--- config.mk ---
export PLATFORM = sky130hd
export DESIGN_NAME = exc_entry_seq
export DESIGN_NICKNAME = d
export VERILOG_FILES = /design/src/rtl/exc_seq_pkg.sv /design/src/rtl/exc_cause_classify.sv /design/src/rtl/exc_vector_calc.sv /design/src/rtl/exc_entry_seq.sv
export SDC_FILE = /design/constraint.sdc
export NUM_CORES = 1
export LEC_CHECK = 0
export ABC_AREA = 1
export BUFFER_PORTS_ARGS = -buffer_cell sky130_fd_sc_hd__buf_2
export CORE_ASPECT_RATIO = 1.25
export CORE_MARGIN = 2
export CORE_UTILIZATION = 48
export CTS_CLUSTER_SIZE = 30
export DETAILED_ROUTE_END_ITERATION = 16
export PLACE_DENSITY = 0.77
export SLEW_MARGIN = 20
export SYNTH_ARGS = -nofsm -noshare
export SYNTH_HDL_FRONTEND = slang
export SYNTH_SLANG_ARGS = --single-unit
--- constraint.sdc ---
create_clock -name clk -period 2.7 [get_ports clk]
set_input_delay 0.405 -clock clk [delete_from_list [all_inputs] [get_ports clk]]
set_output_delay 0.405 -clock clk [all_outputs]
set_load 0.01 [all_outputs]
--- src/rtl/exc_seq_pkg.sv ---
package exc_seq_pkg;

    localparam int ECODE_W      = 6;
    localparam int ESUB_W       = 9;
    localparam int INSN_W       = 32;
    localparam int VS_W         = 3;
    localparam int EXT_INT_BASE = 64;
    localparam int DBG_ENTRY_OFS = 'h480;

    localparam logic [ECODE_W-1:0] DBG_CAUSE_CODE = 6'hC;

    // Major cause codes (positions decoded by neighbours)
    localparam logic [ECODE_W-1:0] EC_INT  = 6'h00;
    localparam logic [ECODE_W-1:0] EC_PIF  = 6'h03;
    localparam logic [ECODE_W-1:0] EC_PPI  = 6'h07;
    localparam logic [ECODE_W-1:0] EC_ADE  = 6'h08;
    localparam logic [ECODE_W-1:0] EC_BCE  = 6'h0A;
    localparam logic [ECODE_W-1:0] EC_SYS  = 6'h0B;
    localparam logic [ECODE_W-1:0] EC_BRK  = 6'h0C;
    localparam logic [ECODE_W-1:0] EC_INE  = 6'h0D;
    localparam logic [ECODE_W-1:0] EC_IPE  = 6'h0E;
    localparam logic [ECODE_W-1:0] EC_FPD  = 6'h0F;
    localparam logic [ECODE_W-1:0] EC_SXD  = 6'h10;
    localparam logic [ECODE_W-1:0] EC_ASXD = 6'h11;
    localparam logic [ECODE_W-1:0] EC_FPE  = 6'h12;
    localparam logic [ECODE_W-1:0] EC_DBP  = 6'h1A;

    localparam logic [ESUB_W-1:0] SUB_ADE_FETCH = 9'd0;
    localparam logic [ESUB_W-1:0] SUB_ADE_MEM   = 9'd1;

    typedef enum logic [1:0] {
        PATH_NORMAL = 2'd0,
        PATH_REFILL = 2'd1,
        PATH_DEBUG  = 2'd2
    } entry_path_e;

    typedef enum logic [2:0] {
        CFG_EBASE  = 3'd0,
        CFG_RBASE  = 3'd1,
        CFG_VSPACE = 3'd2,
        CFG_MODE   = 3'd3,
        CFG_DBGCLR = 3'd4
    } cfg_sel_e;

endpackage

--- src/rtl/exc_cause_classify.sv ---
module exc_cause_classify
    import exc_seq_pkg::*;
(
    input  logic [ECODE_W-1:0] ecode_i,
    input  logic [ESUB_W-1:0]  esub_i,
    input  logic               bus_fault_i,
    input  logic               bus_fetch_i,
    input  logic               refill_i,
    input  logic               dbg_active_i,
    output logic [ECODE_W-1:0] major_o,
    output logic [ESUB_W-1:0]  sub_o,
    output logic               legal_o,
    output logic               is_int_o,
    output entry_path_e        path_o,
    output logic               upd_badv_o,
    output logic               upd_badi_o
);

    always_comb begin
        // Bus errors override the supplied cause
        major_o = bus_fault_i ? EC_ADE : ecode_i;
        if (bus_fault_i) begin
            sub_o = bus_fetch_i ? SUB_ADE_FETCH : SUB_ADE_MEM;
        end else begin
            sub_o = esub_i;
        end

        is_int_o = (major_o == EC_INT);

        if (major_o == EC_ADE) begin
            legal_o = (sub_o == SUB_ADE_FETCH) || (sub_o == SUB_ADE_MEM);
        end else if ((major_o <= EC_PPI) ||
                     ((major_o >= EC_BCE) && (major_o <= EC_FPE)) ||
                     (major_o == EC_DBP)) begin
            legal_o = (sub_o == '0);
        end else begin
            legal_o = 1'b0;
        end

        upd_badv_o = (major_o >= EC_SYS) && (major_o <= EC_FPE);

        upd_badi_o = !(is_int_o || (major_o == EC_PIF) ||
                       ((major_o == EC_ADE) && (sub_o == SUB_ADE_FETCH)));

        if ((major_o == EC_DBP) || (is_int_o && dbg_active_i)) begin
            path_o = PATH_DEBUG;
        end else if (refill_i && !is_int_o) begin
            path_o = PATH_REFILL;
        end else begin
            path_o = PATH_NORMAL;
        end
    end

endmodule

--- src/rtl/exc_vector_calc.sv ---
module exc_vector_calc
    import exc_seq_pkg::*;
#(
    parameter int XLEN  = 32,
    parameter int VEC_W = 4
) (
    input  logic [XLEN-1:0]    base_i,
    input  logic [VS_W-1:0]    vs_i,
    input  logic [ECODE_W-1:0] major_i,
    input  logic               is_int_i,
    input  logic [VEC_W-1:0]   vec_i,
    output logic [XLEN-1:0]    target_o
);

    localparam int IDX_RAW = $clog2(EXT_INT_BASE + (1 << VEC_W));
    localparam int IDX_W   = (IDX_RAW > ECODE_W) ? IDX_RAW : ECODE_W;

    logic [IDX_W-1:0] slot;
    logic [XLEN-1:0]  offset;

    always_comb begin
        if (is_int_i) begin
            slot = IDX_W'(EXT_INT_BASE) + IDX_W'(vec_i);
        end else begin
            slot = IDX_W'(major_i);
        end
        if (vs_i == '0) begin
            offset = '0;
        end else begin
            offset = XLEN'(slot) << (32'(vs_i) + 32'd2);
        end
        target_o = base_i + offset;
    end

endmodule

--- src/rtl/exc_entry_seq.sv ---
module exc_entry_seq
    import exc_seq_pkg::*;
#(
    parameter int              XLEN     = 32,
    parameter int              VEC_W    = 4,
    parameter logic [XLEN-1:0] RESET_PC = XLEN'(32'h1C00_0000)
) (
    input  logic                clk,
    input  logic                rst_n,
    input  logic                take_i,
    input  logic [ECODE_W-1:0]  ecode_i,
    input  logic [ESUB_W-1:0]   esub_i,
    input  logic                bus_fault_i,
    input  logic                bus_fetch_i,
    input  logic                refill_i,
    input  logic [VEC_W-1:0]    irq_vec_i,
    input  logic [XLEN-1:0]     pc_i,
    input  logic [INSN_W-1:0]   insn_i,
    input  logic                cfg_we_i,
    input  logic [2:0]          cfg_sel_i,
    input  logic [XLEN-1:0]     cfg_wdata_i,
    output logic [XLEN-1:0]     pc_o,
    output logic [1:0]          plv_o,
    output logic                ie_o,
    output logic                da_o,
    output logic                pg_o,
    output logic [1:0]          pplv_o,
    output logic                pie_o,
    output logic [1:0]          rplv_o,
    output logic                rie_o,
    output logic [XLEN-1:0]     era_o,
    output logic [XLEN-3:0]     rera_o,
    output logic [ECODE_W-1:0]  ecode_o,
    output logic [ESUB_W-1:0]   esub_o,
    output logic [XLEN-1:0]     badv_o,
    output logic [INSN_W-1:0]   badi_o,
    output logic [XLEN-1:0]     dera_o,
    output logic                dst_o,
    output logic                dcl_o,
    output logic                dei_o,
    output logic [ECODE_W-1:0]  dbg_code_o,
    output logic [XLEN-1:0]     eentry_o,
    output logic [XLEN-1:0]     rentry_o,
    output logic [VS_W-1:0]     vs_o,
    output logic                err_o
);

    typedef struct packed {
        logic [XLEN-1:0]    pc;
        logic [1:0]         plv;
        logic               ie;
        logic               da;
        logic               pg;
        logic [1:0]         pplv;
        logic               pie;
        logic [1:0]         rplv;
        logic               rie;
        logic [XLEN-1:0]    era;
        logic [XLEN-3:0]    rera;
        logic [ECODE_W-1:0] ecode;
        logic [ESUB_W-1:0]  esub;
        logic [XLEN-1:0]    badv;
        logic [INSN_W-1:0]  badi;
        logic [XLEN-1:0]    dera;
        logic               dst;
        logic               dcl;
        logic               dei;
        logic [ECODE_W-1:0] dcode;
        logic [XLEN-1:0]    ebase;
        logic [XLEN-1:0]    rbase;
        logic [VS_W-1:0]    vs;
        logic               err;
    } seq_state_t;

    seq_state_t s_d, s_q;

    logic [ECODE_W-1:0] cls_major;
    logic [ESUB_W-1:0]  cls_sub;
    logic               cls_ok;
    logic               cls_int;
    entry_path_e        cls_path;
    logic               cls_badv;
    logic               cls_badi;
    logic [XLEN-1:0]    vec_target;

    exc_cause_classify u_classify (
        .ecode_i      (ecode_i),
        .esub_i       (esub_i),
        .bus_fault_i  (bus_fault_i),
        .bus_fetch_i  (bus_fetch_i),
        .refill_i     (refill_i),
        .dbg_active_i (s_q.dst),
        .major_o      (cls_major),
        .sub_o        (cls_sub),
        .legal_o      (cls_ok),
        .is_int_o     (cls_int),
        .path_o       (cls_path),
        .upd_badv_o   (cls_badv),
        .upd_badi_o   (cls_badi)
    );

    exc_vector_calc #(
        .XLEN  (XLEN),
        .VEC_W (VEC_W)
    ) u_vector (
        .base_i   (s_q.ebase),
        .vs_i     (s_q.vs),
        .major_i  (cls_major),
        .is_int_i (cls_int),
        .vec_i    (irq_vec_i),
        .target_o (vec_target)
    );

    always_comb begin
        s_d = s_q;
        if (take_i) begin
            if (!cls_ok) begin
                s_d.err = 1'b1;
            end else begin
                if (cls_badv) begin
                    s_d.badv = pc_i;
                end
                if (cls_badi) begin
                    s_d.badi = insn_i;
                end
                unique case (cls_path)
                    PATH_DEBUG: begin
                        s_d.dera = pc_i;
                        s_d.dst  = 1'b1;
                        if (cls_int) begin
                            s_d.dei = 1'b1;
                        end else begin
                            s_d.dcl   = 1'b1;
                            s_d.dcode = DBG_CAUSE_CODE;
                        end
                        s_d.pc = s_q.ebase + XLEN'(DBG_ENTRY_OFS);
                    end
                    PATH_REFILL: begin
                        s_d.rplv = s_q.plv;
                        s_d.rie  = s_q.ie;
                        s_d.da   = 1'b1;
                        s_d.pg   = 1'b0;
                        s_d.rera = pc_i[XLEN-1:2];
                        s_d.pc   = s_q.rbase;
                    end
                    default: begin
                        s_d.ecode = cls_major;
                        s_d.esub  = cls_sub;
                        s_d.pplv  = s_q.plv;
                        s_d.pie   = s_q.ie;
                        s_d.era   = pc_i;
                        s_d.pc    = vec_target;
                    end
                endcase
                s_d.plv = 2'd0;
                s_d.ie  = 1'b0;
            end
        end else if (cfg_we_i) begin
            case (cfg_sel_i)
                CFG_EBASE:  s_d.ebase = cfg_wdata_i;
                CFG_RBASE:  s_d.rbase = cfg_wdata_i;
                CFG_VSPACE: s_d.vs    = cfg_wdata_i[VS_W-1:0];
                CFG_MODE: begin
                    s_d.plv = cfg_wdata_i[1:0];
                    s_d.ie  = cfg_wdata_i[2];
                    s_d.da  = cfg_wdata_i[3];
                    s_d.pg  = cfg_wdata_i[4];
                end
                CFG_DBGCLR: begin
                    s_d.dst = 1'b0;
                    s_d.dcl = 1'b0;
                    s_d.dei = 1'b0;
                end
                default: ;
            endcase
        end
    end

    always_ff @(posedge clk or negedge rst_n) begin
        if (!rst_n) begin
            s_q    <= '0;
            s_q.pc <= RESET_PC;
            s_q.da <= 1'b1;
        end else begin
            s_q <= s_d;
        end
    end

    assign pc_o       = s_q.pc;
    assign plv_o      = s_q.plv;
    assign ie_o       = s_q.ie;
    assign da_o       = s_q.da;
    assign pg_o       = s_q.pg;
    assign pplv_o     = s_q.pplv;
    assign pie_o      = s_q.pie;
    assign rplv_o     = s_q.rplv;
    assign rie_o      = s_q.rie;
    assign era_o      = s_q.era;
    assign rera_o     = s_q.rera;
    assign ecode_o    = s_q.ecode;
    assign esub_o     = s_q.esub;
    assign badv_o     = s_q.badv;
    assign badi_o     = s_q.badi;
    assign dera_o     = s_q.dera;
    assign dst_o      = s_q.dst;
    assign dcl_o      = s_q.dcl;
    assign dei_o      = s_q.dei;
    assign dbg_code_o = s_q.dcode;
    assign eentry_o   = s_q.ebase;
    assign rentry_o   = s_q.rbase;
    assign vs_o       = s_q.vs;
    assign err_o      = s_q.err;

endmodule

==> key figures <==
Run status
  – Status: finished with violations
  – Failing checks: negative setup slack

Logic synthesis
  – Yosys cell types: 41
  – Sequential element share of the synthesized area: 48.3%
  – Synthesized instance count: roughly 2000
  – Synth async-reset ratio: 100%
  – Yosys top cell by area: dfrtp_1
  – Top-area cell type share of the netlist area: 47.6%
  – Post-synthesis cell area: 14900 um^2
  – Post-synthesis average cell area: 7.28 um^2
  – Seq cells post-synth: ~290
  – Synth area leaders: dfrtp_1 (48%), nand2_1 (21%), o21ai_0 (7.2%)
  – Yosys warnings: 0
  – Synth Flop Type: dfrtp_1
  – Post-synth EDFFs: 0

Place
  – Placed Cells incl. Taps: 2909
  – Number of port buffers: 413
  – Hpwl dp: 42500 um
  – GP Congestion: between 1 and 1.5
  – Dpl cell area: roughly 18000 um^2

Timing
  – Max Clock Freq: 360 MHz
  – Final setup fails: 12
  – RSZ-0062 raised after global routing: yes
  – Max Slew Vio Count: 0
  – Slew @ Worst Pin: ~0.67 ns
  – Final hold viol count: 0
  – Final worst-path cycle share: 103%
  – Max transition margin: 55.0%
  – Final worst path period need: 2.78 ns
  – Setup WS post-layout: -0.0757 ns
  – Layout Skew: ~0.025 ns

Routing
  – 1st-iter DRT viols: 1468
  – DRC Markers: 0
  – WL/cell: 19.2 um
  – DR pass1 iterations: 6
  – Final wirelength: 57700 um
  – Antenna Nets Post-Route: 0
  – Via/cell ratio: 5.37
  – Via count: ~16000

Global route
  – First-pass GRT wire length: 85800 um
  – Gr usage total: between 30% and 40%
  – Largest net degree at the start of global routing: 91
  – Grt ovf: 0
  – Antenna violations before repair: 2
  – Vias in the first global route: 15500

Die
  – Ports: approximately 420
  – Rows: 72
  – Die area: 32500 um^2
  – Die Wd: 162 um
  – Chip height: 201 um
  – Core box area: 30800 um^2
  – Initial Util: between 40% and 50%

Flow run
  – Max-cap violation count: 0

Clocking
  – Clock Path Buffers: 3
  – H-Tree Depth: 1
  – Clk slew on worst S/H paths: 0.08 ns
  – Root Buffer: clkbuf_16
  – Sinks on the clock net: roughly 290
  – Clock latency on the worst-skew pair: 0.60 ns
  – CTS tree: built
  – CTS Buf Count: 28

Layout
  – Layout fillers: ~2600
  – Nets: 2715
  – Most frequent cells in the layout: nand2_1 (752), buf_2 (412), dfrtp_1 (283), o21ai_0 (205), inv_1 (177)
  – Post-route cell area: 20900 um^2
  – Layout cell share with drive strength beyond 1: between 30% and 40%
  – Non-filler cells, final: 2997
  – Commonest non-fill, non-tap cell in the layout: nand2_1
  – Area added between synthesis and finish: 40.2%

Min path
  – HP Class: input pin to flop

Setup path
  – Cells along the critical path: ha_4 -> buf_8 -> buf_8 -> o21ai_4 -> nor2_4 -> ha_4 -> buf_4 -> buf_4 -> buf_4 -> or2_2 -> nand3_2 -> o211ai_1 -> nand2_1 -> nand2_1
  – CP bufs+invs: 5
  – Worst-path fanout max: 7
  – WP data arrival: approximately 3.2 ns
  – Crit path depth: 14
  – R2R Path Start: vs_o[1]
  – R2r setup slk: -0.08 ns
  – CP peak stage delay: approximately 0.44 ns
  – Worst Setup EP: pc_o[7]
  – CP most frequent cell: buf_4
  – Top delay family on crit path: buffers and inverters
  – CP Class: flop to flop
  – FF-to-FF End: pc_o[7]
  – Crit path launch type: flop
  – Crit path from: vs_o[1]
  – Slowest-stage cell, CP: dfrtp_1
  – R2R depth: 14
  – Worst Path Required: ~3.2 ns
  – Crit end category: flop

Pwr
  – Power Total: 0.0168 W
  – Leak Pwr: 11.8 nW
  – Power per Cell Area: 804 nW/um^2
  – Worst VDD drop: 604 uV
-- where the power goes --
group / internal (W) / switching (W)
registers: 0.00541 / 0.000884
clock network: 0.00254 / 0.00179
logic: 0.00258 / 0.00362
total: 0.0105 / 0.00629
-- worst min path at each step --
stage | start | endpoint | slack [ns] | cells past startpoint
finish | pc_i[3] | rera_o[1] | 0.07 | 3
global route | pc_i[1] | badv_o[1] | 0.08 | 3
CTS | pc_i[3] | rera_o[1] | 0.05 | 3
detailed placement | rst_n | dera_o[18] | 0.39 | 1
global placement | rst_n | dera_o[18] | 0.39 | 1
floorplan | rst_n | badi_o[0] | 0.11 | 0
-- cell usage after synthesis (2+ instances only) --
cell type and instances:
a21oi_1 25, and3_1 2, buf_2 26, buf_4 12
clkbuf_1 40, clkbuf_2 6, clkinv_1 3, dfrtp_1 284
dfstp_2 4, ha_1 24, inv_1 196, inv_2 8
nand2_1 853, nand2_2 6, nand3_1 132, nand3b_1 4
nand4_1 15, nor2_1 108, nor2_2 6, nor3_1 14
nor3_2 2, o211ai_1 4, o21ai_0 215, o21ai_1 19
o21bai_1 3, o22ai_1 4, o31ai_1 2, or2_2 9
xor2_1 11
-- timing repair --
item	4_1_cts	5_1_grt
endpoints found under the setup margin	26	27
gates cloned	1	0
pin swaps	59	98
resized for setup	141	234
setup buffers	19	13
hold buffers	1	0
endpoints found under the hold margin	60	0
-- through the flow --
step	TNS, ns	util (%)	setup WS (ns)	hold slack (ns)
after floorplan	0	-	0.000548	0.109
after global placement	-11.32	59.1	-0.557	0.392
after detailed placement	-12.18	59.1	-0.592	0.391
after CTS	-0.0226	64.5	-0.0139	0.0529
after global routing	-2.90	67.9	-0.204	0.0759
final	-0.390	67.9	-0.0757	0.0705
-- final cells by class --
cell class                 count  area (um^2)  share of cell area, %
antenna                        3         7.51                 0.0359
clock buffer                  35          777                   3.71
clock inverter                17          250                   1.20
inverter                     207          798                   3.81
multi-input combinational   1472         7900                   37.7
sequential                   288         7210                   34.5
tap                          407          509                   2.43
timing repair buffer         567         3470                   16.6
timing repair inverter         1         5.00                 0.0239
-- layer usage --
metal / track usage, % / part of all wire, % / vias to the layer above
met3: 5.61 / 7.1 / 209
met2: 58.8 / 49 / 777
met1: 38.9 / 37 / 7629
met4: 22.2 / 7.7 / 0
met5: 0 / 0 / -
li1: - / - / 7484
-- cells by family after synthesis --
logic type	count (synthesis)	synth area share (%)
compound gates	276	9.57
xor+xnor	12	0.704
fa+ha+maj	25	2.15
buf+inv	292	7.97
flops	288	48.3
other cells	1	0.0251
simple gates	1155	31.3
-- worst register-to-register path, stage by stage, from the launching register on --
cell      delay, ns
dfrtp_1        0.44
ha_4           0.30
buf_8          0.15
buf_8          0.14
o21ai_4        0.19
nor2_4         0.07
ha_4           0.28
buf_4          0.14
buf_4          0.12
buf_4          0.12
or2_2          0.29
nand3_2        0.09
o211ai_1       0.15
nand2_1        0.12
nand2_1        0.05
-- flip-flops by register name, summed over array words and instances, names as in the netlist, 2 cells and up --
name      count
esub_o        9
rplv_o        2
rentry_o     32
pc_o         32
badi_o       32
plv_o         2
badv_o       32
rera_o       30
era_o        32
eentry_o     32
vs_o          3
pplv_o        2
ecode_o       6
dera_o       32
No activity file was read; power rests on OpenSTA's default activity.
